**src/rtl/uart_irq_pkg.sv**
```systemverilog
package uart_irq_pkg;
  localparam int NSRC  = 8;
  localparam int CMD_W = 6;
  localparam int AUX_W = 2;
  localparam logic [CMD_W-1:0] CMD_CARE    = 6'b01_1111;
  localparam logic [CMD_W-1:0] CMD_ADR_RST = 6'b01_1011;
  localparam logic [CMD_W-1:0] CMD_BRK_RST = 6'b00_0101;
  localparam int B_IOCHG = 7;
  localparam int B_RXWD  = 6;
  localparam int B_ADDR  = 5;
  localparam int B_XONF  = 4;
  localparam int B_CT    = 3;
  localparam int B_BRK   = 2;
endpackage

```
**src/rtl/irq_flag.sv**
```systemverilog
module irq_flag (
  input  logic clk,
  input  logic rst_n,
  input  logic set_i,
  input  logic clr_i,
  output logic q_o
);
  logic q;

  always_ff @(posedge clk) begin
    if (!rst_n)     q <= 1'b0;
    else if (set_i) q <= 1'b1;
    else if (clr_i) q <= 1'b0;
  end

  assign q_o = q;

  assert_set_wins_R10: assert property (@(posedge clk) disable iff (!rst_n)
    set_i |=> q_o);
  assert_sticky_R2: assert property (@(posedge clk) disable iff (!rst_n)
    (q_o && !clr_i) |=> q_o);
endmodule

```
**src/rtl/irq_clear_decode.sv**
```systemverilog
module irq_clear_decode
  import uart_irq_pkg::*;
(
  input  logic             ipr_rd_i,
  input  logic             rxfifo_rd_i,
  input  logic             xisr_rd_i,
  input  logic             ct_stop_i,
  input  logic [AUX_W-1:0] aux_clr_i,
  input  logic             cmd_wr_i,
  input  logic [CMD_W-1:0] cmd_code_i,
  output logic [NSRC-1:0]  clr_o
);
  logic [CMD_W-1:0] code_cared;
  logic             adr_cmd, brk_cmd;

  assign code_cared = cmd_code_i & CMD_CARE;
  assign adr_cmd    = cmd_wr_i && (code_cared == CMD_ADR_RST);
  assign brk_cmd    = cmd_wr_i && (code_cared == CMD_BRK_RST);

  always_comb begin
    clr_o            = '0;
    clr_o[B_IOCHG]   = ipr_rd_i;
    clr_o[B_RXWD]    = rxfifo_rd_i;
    clr_o[B_ADDR]    = adr_cmd;
    clr_o[B_XONF]    = xisr_rd_i;
    clr_o[B_CT]      = ct_stop_i;
    clr_o[B_BRK]     = brk_cmd;
    clr_o[AUX_W-1:0] = aux_clr_i;
  end
endmodule

```
**src/rtl/irq_mask_reg.sv**
```systemverilog
module irq_mask_reg #(
  parameter int W = 8
) (
  input  logic         clk,
  input  logic         rst_n,
  input  logic         wr_i,
  input  logic [W-1:0] wdata_i,
  output logic [W-1:0] mask_o
);
  logic [W-1:0] m;

  always_ff @(posedge clk) begin
    if (!rst_n)    m <= '0;
    else if (wr_i) m <= wdata_i;
  end

  assign mask_o = m;

  assert_mask_load_R13: assert property (@(posedge clk) disable iff (!rst_n)
    wr_i |=> (mask_o == $past(wdata_i)));
  assert_mask_hold_R13: assert property (@(posedge clk) disable iff (!rst_n)
    !wr_i |=> $stable(mask_o));
endmodule

```
**src/rtl/irq_req_gen.sv**
```systemverilog
module irq_req_gen #(
  parameter int W = 8
) (
  input  logic         clk,
  input  logic         rst_n,
  input  logic [W-1:0] status_i,
  input  logic [W-1:0] mask_i,
  input  logic         mask_rd_i,
  output logic [W-1:0] rd_data_o,
  output logic         irq_n_o
);
  logic [W-1:0] live;
  logic         irq_n_q;

  assign live = status_i & mask_i;

  always_ff @(posedge clk) begin
    if (!rst_n) irq_n_q <= 1'b1;
    else        irq_n_q <= ~|live;
  end

  assign irq_n_o   = irq_n_q;
  assign rd_data_o = mask_rd_i ? live : status_i;

  assert_irq_assert_R11: assert property (@(posedge clk) disable iff (!rst_n)
    (|live) |=> !irq_n_o);
  assert_irq_release_R11: assert property (@(posedge clk) disable iff (!rst_n)
    (live == '0) |=> irq_n_o);
  assert_rd_masked_R12: assert property (@(posedge clk) disable iff (!rst_n)
    mask_rd_i |-> ((rd_data_o & ~mask_i) == '0));
endmodule

```
**src/rtl/uart_irq_status.sv**
```systemverilog
module uart_irq_status
  import uart_irq_pkg::*;
(
  input  logic             clk,
  input  logic             rst_n,
  input  logic [NSRC-1:0]  evt_i,
  input  logic             ipr_rd_i,
  input  logic             rxfifo_rd_i,
  input  logic             xisr_rd_i,
  input  logic             ct_stop_i,
  input  logic [AUX_W-1:0] aux_clr_i,
  input  logic             cmd_wr_i,
  input  logic [CMD_W-1:0] cmd_code_i,
  input  logic             mask_wr_i,
  input  logic [NSRC-1:0]  mask_wdata_i,
  input  logic             mask_rd_i,
  output logic [NSRC-1:0]  status_o,
  output logic [NSRC-1:0]  mask_o,
  output logic [NSRC-1:0]  rd_data_o,
  output logic             irq_n_o
);
  logic [NSRC-1:0] clr;
  logic [NSRC-1:0] st;
  logic [NSRC-1:0] msk;

  irq_clear_decode u_dec (
    .ipr_rd_i    (ipr_rd_i),
    .rxfifo_rd_i (rxfifo_rd_i),
    .xisr_rd_i   (xisr_rd_i),
    .ct_stop_i   (ct_stop_i),
    .aux_clr_i   (aux_clr_i),
    .cmd_wr_i    (cmd_wr_i),
    .cmd_code_i  (cmd_code_i),
    .clr_o       (clr)
  );

  for (genvar k = 0; k < NSRC; k++) begin : g_flag
    irq_flag u_flag (
      .clk   (clk),
      .rst_n (rst_n),
      .set_i (evt_i[k]),
      .clr_i (clr[k]),
      .q_o   (st[k])
    );
  end

  irq_mask_reg #(.W(NSRC)) u_mask (
    .clk     (clk),
    .rst_n   (rst_n),
    .wr_i    (mask_wr_i),
    .wdata_i (mask_wdata_i),
    .mask_o  (msk)
  );

  irq_req_gen #(.W(NSRC)) u_req (
    .clk       (clk),
    .rst_n     (rst_n),
    .status_i  (st),
    .mask_i    (msk),
    .mask_rd_i (mask_rd_i),
    .rd_data_o (rd_data_o),
    .irq_n_o   (irq_n_o)
  );

  assign status_o = st;
  assign mask_o   = msk;

  assert_addr_only_cmd_R5: assert property (@(posedge clk) disable iff (!rst_n)
    (st[B_ADDR] && !(cmd_wr_i && ((cmd_code_i & CMD_CARE) == CMD_ADR_RST)))
      |=> st[B_ADDR]);
  assert_iochg_hold_R3: assert property (@(posedge clk) disable iff (!rst_n)
    (st[B_IOCHG] && !ipr_rd_i) |=> st[B_IOCHG]);
endmodule

```
**config.mk**
```make
export PLATFORM = sky130hd
export DESIGN_NAME = uart_irq_status
export DESIGN_NICKNAME = d
export VERILOG_FILES = /design/src/rtl/uart_irq_pkg.sv /design/src/rtl/irq_flag.sv /design/src/rtl/irq_clear_decode.sv /design/src/rtl/irq_mask_reg.sv /design/src/rtl/irq_req_gen.sv /design/src/rtl/uart_irq_status.sv
export SDC_FILE = /design/constraint.sdc
export NUM_CORES = 1
export LEC_CHECK = 0
export ABC_AREA = 0
export CAP_MARGIN = 5
export CORE_MARGIN = 1
export CORE_UTILIZATION = 34
export CTS_CLUSTER_SIZE = 14
export DETAILED_ROUTE_END_ITERATION = 8
export GPL_ROUTABILITY_DRIVEN = 1
export GPL_TIMING_DRIVEN = 0
export MAX_ROUTING_LAYER = met4
export PLACE_DENSITY = 0.86
export SLEW_MARGIN = 20
export SYNTH_ARGS = -nofsm -noshare
export SYNTH_HDL_FRONTEND = slang
export SYNTH_SLANG_ARGS = --single-unit
```
**constraint.sdc**
```tcl
create_clock -name clk -period 1.1 [get_ports clk]
set_clock_uncertainty 0.2 [all_clocks]
set_input_delay 0.22 -clock clk [delete_from_list [all_inputs] [get_ports clk]]
set_output_delay 0.22 -clock clk [all_outputs]
set_load 0.03 [all_outputs]
```
* Word level (Yosys, flattened, before mapping) *
Index checks and enable logic that the tools add are counted.

cells by class
  equal/unequal tests = 2
  bitwise operators = 1
  multiplexer cells = 17
  reductions and logical operators = 12

operators with widths
  cell                  count
  $mux W1               16
  $reduce_bool A2 Y1    8
  $and A8 B8 Y8         1
  $mux W8               1
  $reduce_or A8 Y1      1
  $eq A5 B3 Y1 const B  1
  $eq A5 B5 Y1 const B  1
  $logic_and A1 B1 Y1   2
  $logic_not A1 Y1      1

storage, ports and cells
  word-level logic and storage cells = 42
  input bits = 33
  flip-flop bits (word level) = 17

* Logic depth before layout (Yosys ltp) *
Gate-level depths: netlist of the first run.

  depth after elaboration = 4
  gate-level depth with buffers = 3

* Modules after synthesis *
Synthesis of the first run repeated with hierarchy kept, for this count alone.

second synthesis, totals
  cells, all modules = 84
  area total of the unflattened synthesis = 888.4 um2

by module, submodules not included
  module            area each (um2)  cells each  instances  sequential area each (um2)
  irq_flag          41.3             3           8          20.0
  irq_mask_reg      301.5            25          1          160.2
  irq_req_gen       161.4            22          1          20.0
  irq_clear_decode  95.1             13          1          0.0

* Worst setup path before layout of the first run *
No wires, ideal clock.

  path type = register to output
  start point = reg u_mask.m[0], in the netlist u_mask.mask_o[0]
  end point = out rd_data_o[0]
  arrival = 1.291 ns
  slack = -0.611 ns
  path buffers = 0
  data required time = 0.680 ns
  stages on the path, launching flop included = 3
  cell sequence = dfxtp_1 -> inv_1 -> a21boi_0

on the way
  word-level cells in the longest chain between the ends = 2

ends and longest elaborated chain
  what                    RTL line               RTL
  start, declared         irq_mask_reg.sv:10     logic [W-1:0] m;
  start signal, assigned  irq_mask_reg.sv:14     else if (wr_i) m <= wdata_i;
  $and A8 B8 Y8           irq_req_gen.sv:15      assign live = status_i & mask_i;
  $mux W8                 irq_req_gen.sv:23      assign rd_data_o = mask_rd_i ? live : status_i;
  end, declared           uart_irq_status.sv:19  output logic [NSRC-1:0] rd_data_o,

Every way passes these cells.

* Final worst setup path of the first run *
  start point = reg g_flag[3].u_flag.q
  end point = out rd_data_o[3]

on the way
  word-level cells in the longest chain between the ends = 2

ends and longest elaborated chain
  what                    RTL line           RTL
  start, declared         irq_flag.sv:8      logic q;
  start signal, assigned  irq_flag.sv:11     if (!rst_n) q <= 1'b0;
  start signal, assigned  irq_flag.sv:12     else if (set_i) q <= 1'b1;
  start signal, assigned  irq_flag.sv:13     else if (clr_i) q <= 1'b0;
  $and A8 B8 Y8           irq_req_gen.sv:15
  $mux W8 (*)             irq_req_gen.sv:23

Every way passes the cells marked *; elsewhere a longest branch is shown, timed or not.

==> flow_summary.html, run 1 <==
<table>
<tr><th>Metric</th><th>Value</th></tr>
<tr><th colspan="2">Run status</th></tr>
<tr><td>Outcome</td><td>finished, violations left</td></tr>
<tr><td>Violations in the final reports</td><td>setup timing</td></tr>
<tr><th colspan="2">Place</th></tr>
<tr><td>Routability congestion estimate from global placement</td><td>0.694</td></tr>
<tr><td>Dpl hpwl</td><td>1710 microns</td></tr>
<tr><td>Port Buffer Count</td><td>55</td></tr>
<tr><th colspan="2">Pwr</th></tr>
<tr><td>Maximum vdd ir drop</td><td>0.000684 V</td></tr>
<tr><td>Ratio of total power to cell area</td><td>957 mW/mm^2</td></tr>
<tr><td>Leakage power summed over all cells</td><td>0.762 nW</td></tr>
<tr><td>Total chip power</td><td>1.69 mW</td></tr>
<tr><th colspan="2">Synthesis</th></tr>
<tr><td>Multiplexer share of the synthesized area</td><td>9.85%</td></tr>
<tr><td>Xor/xnor cell area share of the yosys netlist</td><td>0%</td></tr>
<tr><td>Fraction of synthesis flops using an asynchronous set or reset pin</td><td>0%</td></tr>
<tr><td>Fraction of the mapped netlist area in compound gates</td><td>18.9%</td></tr>
<tr><td>Sequential-to-total area share from yosys stat</td><td>41.8%</td></tr>
<tr><td>Gate Count Post-Synth</td><td>86</td></tr>
<tr><td>Synth area leader</td><td>dfxtp_1</td></tr>
<tr><td>Post-synthesis share of cell area spent on full adders, half adders and majority gates</td><td>0%</td></tr>
<tr><td>Cell variety after synth</td><td>16</td></tr>
<tr><td>Synth Net Count</td><td>119</td></tr>
<tr><td>Leading cell types by count after synthesis</td><td>dfxtp_1 (17), nor2b_1 (14), buf_4 (9), inv_1 (9), mux2i_1 (8)</td></tr>
<tr><td>Portion of synthesized cell area occupied by the leading cell type</td><td>41.8%</td></tr>
<tr><td>Combinational family with the most area after synthesis</td><td>compound AO/OA/AOI/OAI gates</td></tr>
<tr><td>Ys flop type</td><td>dfxtp_1</td></tr>
<tr><td>Cells taking the most area after synthesis</td><td>dfxtp_1 (42%), nor2b_1 (11%), mux2i_1 (9.8%), buf_4 (8.3%), a21boi_0 (6.5%)</td></tr>
<tr><td>Synthesized-area fraction occupied by and/or/nand/nor cells</td><td>16.3%</td></tr>
<tr><td>Seq cells post-synth</td><td>17</td></tr>
<tr><td>Total number of yosys warnings</td><td>0</td></tr>
<tr><td>Post-synth design cell area</td><td>813 sq um</td></tr>
<tr><td>Mean Syn Cell Area</td><td>9.46 sq um</td></tr>
<tr><td>Most numerous cell in the Yosys netlist</td><td>dfxtp_1</td></tr>
<tr><td>Post-synth EDFFs</td><td>0</td></tr>
<tr><th colspan="2">Global route</th></tr>
<tr><td>Antenna violations before repair</td><td>0</td></tr>
<tr><td>Largest net degree at the start of global routing</td><td>11</td></tr>
<tr><td>Number of global-route vias before repair</td><td>887</td></tr>
<tr><td>GRT Resource Usage Total</td><td>22.0%</td></tr>
<tr><td>Total congestion overflow after global routing</td><td>0</td></tr>
<tr><td>Wire length of the first global-routing pass</td><td>4040 microns</td></tr>
<tr><th colspan="2">Job</th></tr>
<tr><td>Max_cap viols</td><td>0</td></tr>
<tr><th colspan="2">Clock network</th></tr>
<tr><td>Buffer levels on the longest clock path</td><td>2</td></tr>
<tr><td>Number of buffers created by CTS</td><td>3</td></tr>
<tr><td># hold bufs at CTS</td><td>0</td></tr>
<tr><td>Total clock sinks</td><td>17</td></tr>
<tr><td>TritonCTS clock tree</td><td>built</td></tr>
<tr><td>Root Driver</td><td>clkbuf_4</td></tr>
<tr><td>CTS clk-pin slew, worst paths</td><td>0.11 ns</td></tr>
<tr><td>Worst skew pair latency</td><td>0.31 ns</td></tr>
<tr><td>Deepest level of the CTS H-tree</td><td>1</td></tr>
<tr><th colspan="2">Setup path</th></tr>
<tr><td>Critical Setup Path Class</td><td>reg2out</td></tr>
<tr><td>Crit start category</td><td>flip-flop</td></tr>
<tr><td>R2R setup slack</td><td>-0.06 ns</td></tr>
<tr><td>CP Data Required Time</td><td>0.68 ns</td></tr>
<tr><td>Largest fanout of any net on the critical path</td><td>4</td></tr>
<tr><td>Crit path capture type</td><td>output port</td></tr>
<tr><td>Data arrival time at the worst-slack endpoint</td><td>1.00 ns</td></tr>
<tr><th colspan="2">Routing</th></tr>
<tr><td>Number of remaining DRC errors</td><td>0</td></tr>
<tr><td>Initial DRC count</td><td>6</td></tr>
<tr><td>Detailed Route WL</td><td>2650 microns</td></tr>
<tr><td>Routed via count</td><td>886</td></tr>
<tr><td>Via-per-instance ratio</td><td>4.74</td></tr>
<tr><td>Number of nets still failing antenna checks after routing</td><td>0</td></tr>
<tr><td>Post-DR wirelength/cell</td><td>14.2 microns</td></tr>
<tr><td>DRT Pass-1 Iters</td><td>4</td></tr>
<tr><th colspan="2">Timing</th></tr>
<tr><td>Finish-stage setup viols</td><td>26</td></tr>
<tr><td>Rel. slew slack</td><td>71.2%</td></tr>
<tr><td>Max-slew violations</td><td>0</td></tr>
<tr><td>Minimum clock period after layout</td><td>1.42 ns</td></tr>
<tr><td>WHS</td><td>0.104 ns</td></tr>
<tr><td>Post-route clock period utilization</td><td>129%</td></tr>
<tr><td>Final worst slack</td><td>-0.321 ns</td></tr>
<tr><td>Unrepaired setup endpoints after global routing</td><td>true</td></tr>
<tr><td>Actual transition at the worst max-transition pin</td><td>0.432 ns</td></tr>
<tr><td>Final hold violations</td><td>0</td></tr>
<tr><td>Achievable Freq</td><td>704 MHz</td></tr>
<tr><th colspan="2">Cells and area</th></tr>
<tr><td>Sequential cell area in the final layout</td><td>392 sq um</td></tr>
<tr><td>Filler Cells Inserted</td><td>147</td></tr>
<tr><td>Number of antenna diodes</td><td>0</td></tr>
<tr><td>Fraction of layout instances using a drive strength above 1</td><td>57.2%</td></tr>
<tr><td>Synth-to-Final Area Change</td><td>117%</td></tr>
<tr><td>Area of combinational cells with multiple inputs</td><td>475 sq um</td></tr>
<tr><td>NumNets Final</td><td>193</td></tr>
<tr><th colspan="2">Floorplanning</th></tr>
<tr><td>Std-Cell Rows</td><td>17</td></tr>
<tr><td>Io pins</td><td>58</td></tr>
<tr><td>Die extent in x</td><td>50.9 microns</td></tr>
<tr><td>Initial core utilization</td><td>36.4%</td></tr>
<tr><td>Total Die Area</td><td>0.00259 sq mm</td></tr>
<tr><td>Total core area</td><td>0.00223 sq mm</td></tr>
<tr><td>Y dimension of the die</td><td>50.9 microns</td></tr>
<tr><th colspan="2">Hold path</th></tr>
<tr><td>Path type of the worst min-delay path</td><td>in2reg</td></tr>
</table>
## what timing repair did
item	in CTS	in global routing
setup endpoints to repair	34	26
setup buffers	7	7
resized for setup	198	18
pin swaps	6	4
## flip-flops by register name (all words and copies together) (netlist names)
signal and flops:
u_req.irq_n_o 1, u_mask.mask_o 8, g_flag.u_flag.q_o 8
## routing by layer
layer  track usage [%]  routed length [microns]
met1              26.0                     1010
met4              9.26                       27
met5                 -                        0
met2              35.7                     1420
met3              4.76                      192
## per-stage QoR
stage	instances	utilization (%)	TNS, ns	worst slack [ns]	cell area, sq um
after floorplan	86	-	-0.155	-0.0201	933
after global placement	169	68.0	-22.74	-1.36	1520
after detailed placement	169	68.0	-23.08	-1.36	1520
after CTS	180	73.7	-5.49	-0.318	1650
after global routing	187	78.9	-6.83	-0.371	1760
final	187	78.9	-5.86	-0.321	1760
## path summary, 6_finish.rpt
path | from | end | cells after the start
max | g_flag[3].u_flag.q_o | rd_data_o[3] | 2
min | mask_wr_i | u_mask.mask_o[1] | 3
min reg2reg | g_flag[5].u_flag.q_o | g_flag[5].u_flag.q_o | 2
max reg2reg | u_mask.mask_o[7] | u_req.irq_n_o | 5
## worst max-delay path, cell delays in order (launching register included)
cell      delay (ns)
dfxtp_2         0.37
a21boi_4        0.18
buf_6           0.14
## area by class of cell
| cell class | instances | area share, % |
|---|---|---|
| Clock inverter | 1 | 0.284 |
| Inverter | 9 | 2.06 |
| Clock buffer | 3 | 1.28 |
| Buffer | 10 | 5.75 |
| Sequential cell | 17 | 22.2 |
| Tap cell | 28 | 1.99 |
| Timing Repair Buffer | 69 | 39.4 |
| Multi-Input combinational cell | 50 | 27.0 |
## power by group
| part | internal (mW) | switching (mW) | total [mW] |
|---|---|---|---|
| Sequential | 0.651 | 0.0459 | 0.697 |
| Combinational | 0.360 | 0.277 | 0.637 |
| Clock | 0.136 | 0.215 | 0.351 |
## logic make-up (layout without fill, tap and decap cells)
group | count (synthesis) | count (layout)
buffers and inverters | 19 | 92
multiplexers | 8 | 8
AO/OA/AOI/OAI | 21 | 21
AND/OR/NAND/NOR | 21 | 21
flip-flops | 17 | 17
## cell usage in the layout (no fill, tap or decap), drive strengths merged
cell / Yosys / routed
a31oi: 1 / 1
clkdlybuf4s50: 0 / 24
dfxtp: 17 / 17
a21oi: 1 / 1
a22oi: 4 / 4
nand4: 1 / 1
dlygate4sd2: 0 / 5
nor4b: 1 / 1
o21a: 7 / 7
clkbuf: 0 / 3
o211ai: 1 / 1
a21boi: 7 / 7
mux2i: 8 / 8
nor2b: 14 / 14
nand2: 4 / 4
buf: 10 / 50
inv: 9 / 9
clkinv: 0 / 1
nand4b: 1 / 1
No activity file was read; power rests on OpenSTA's default activity.
==> run 2, diff against run 1 <==
Settings changed: CAP_MARGIN 5 to 20.
==> results of run 2 <==
No change in the layout: final DEF, timing and power equal those of run 1.
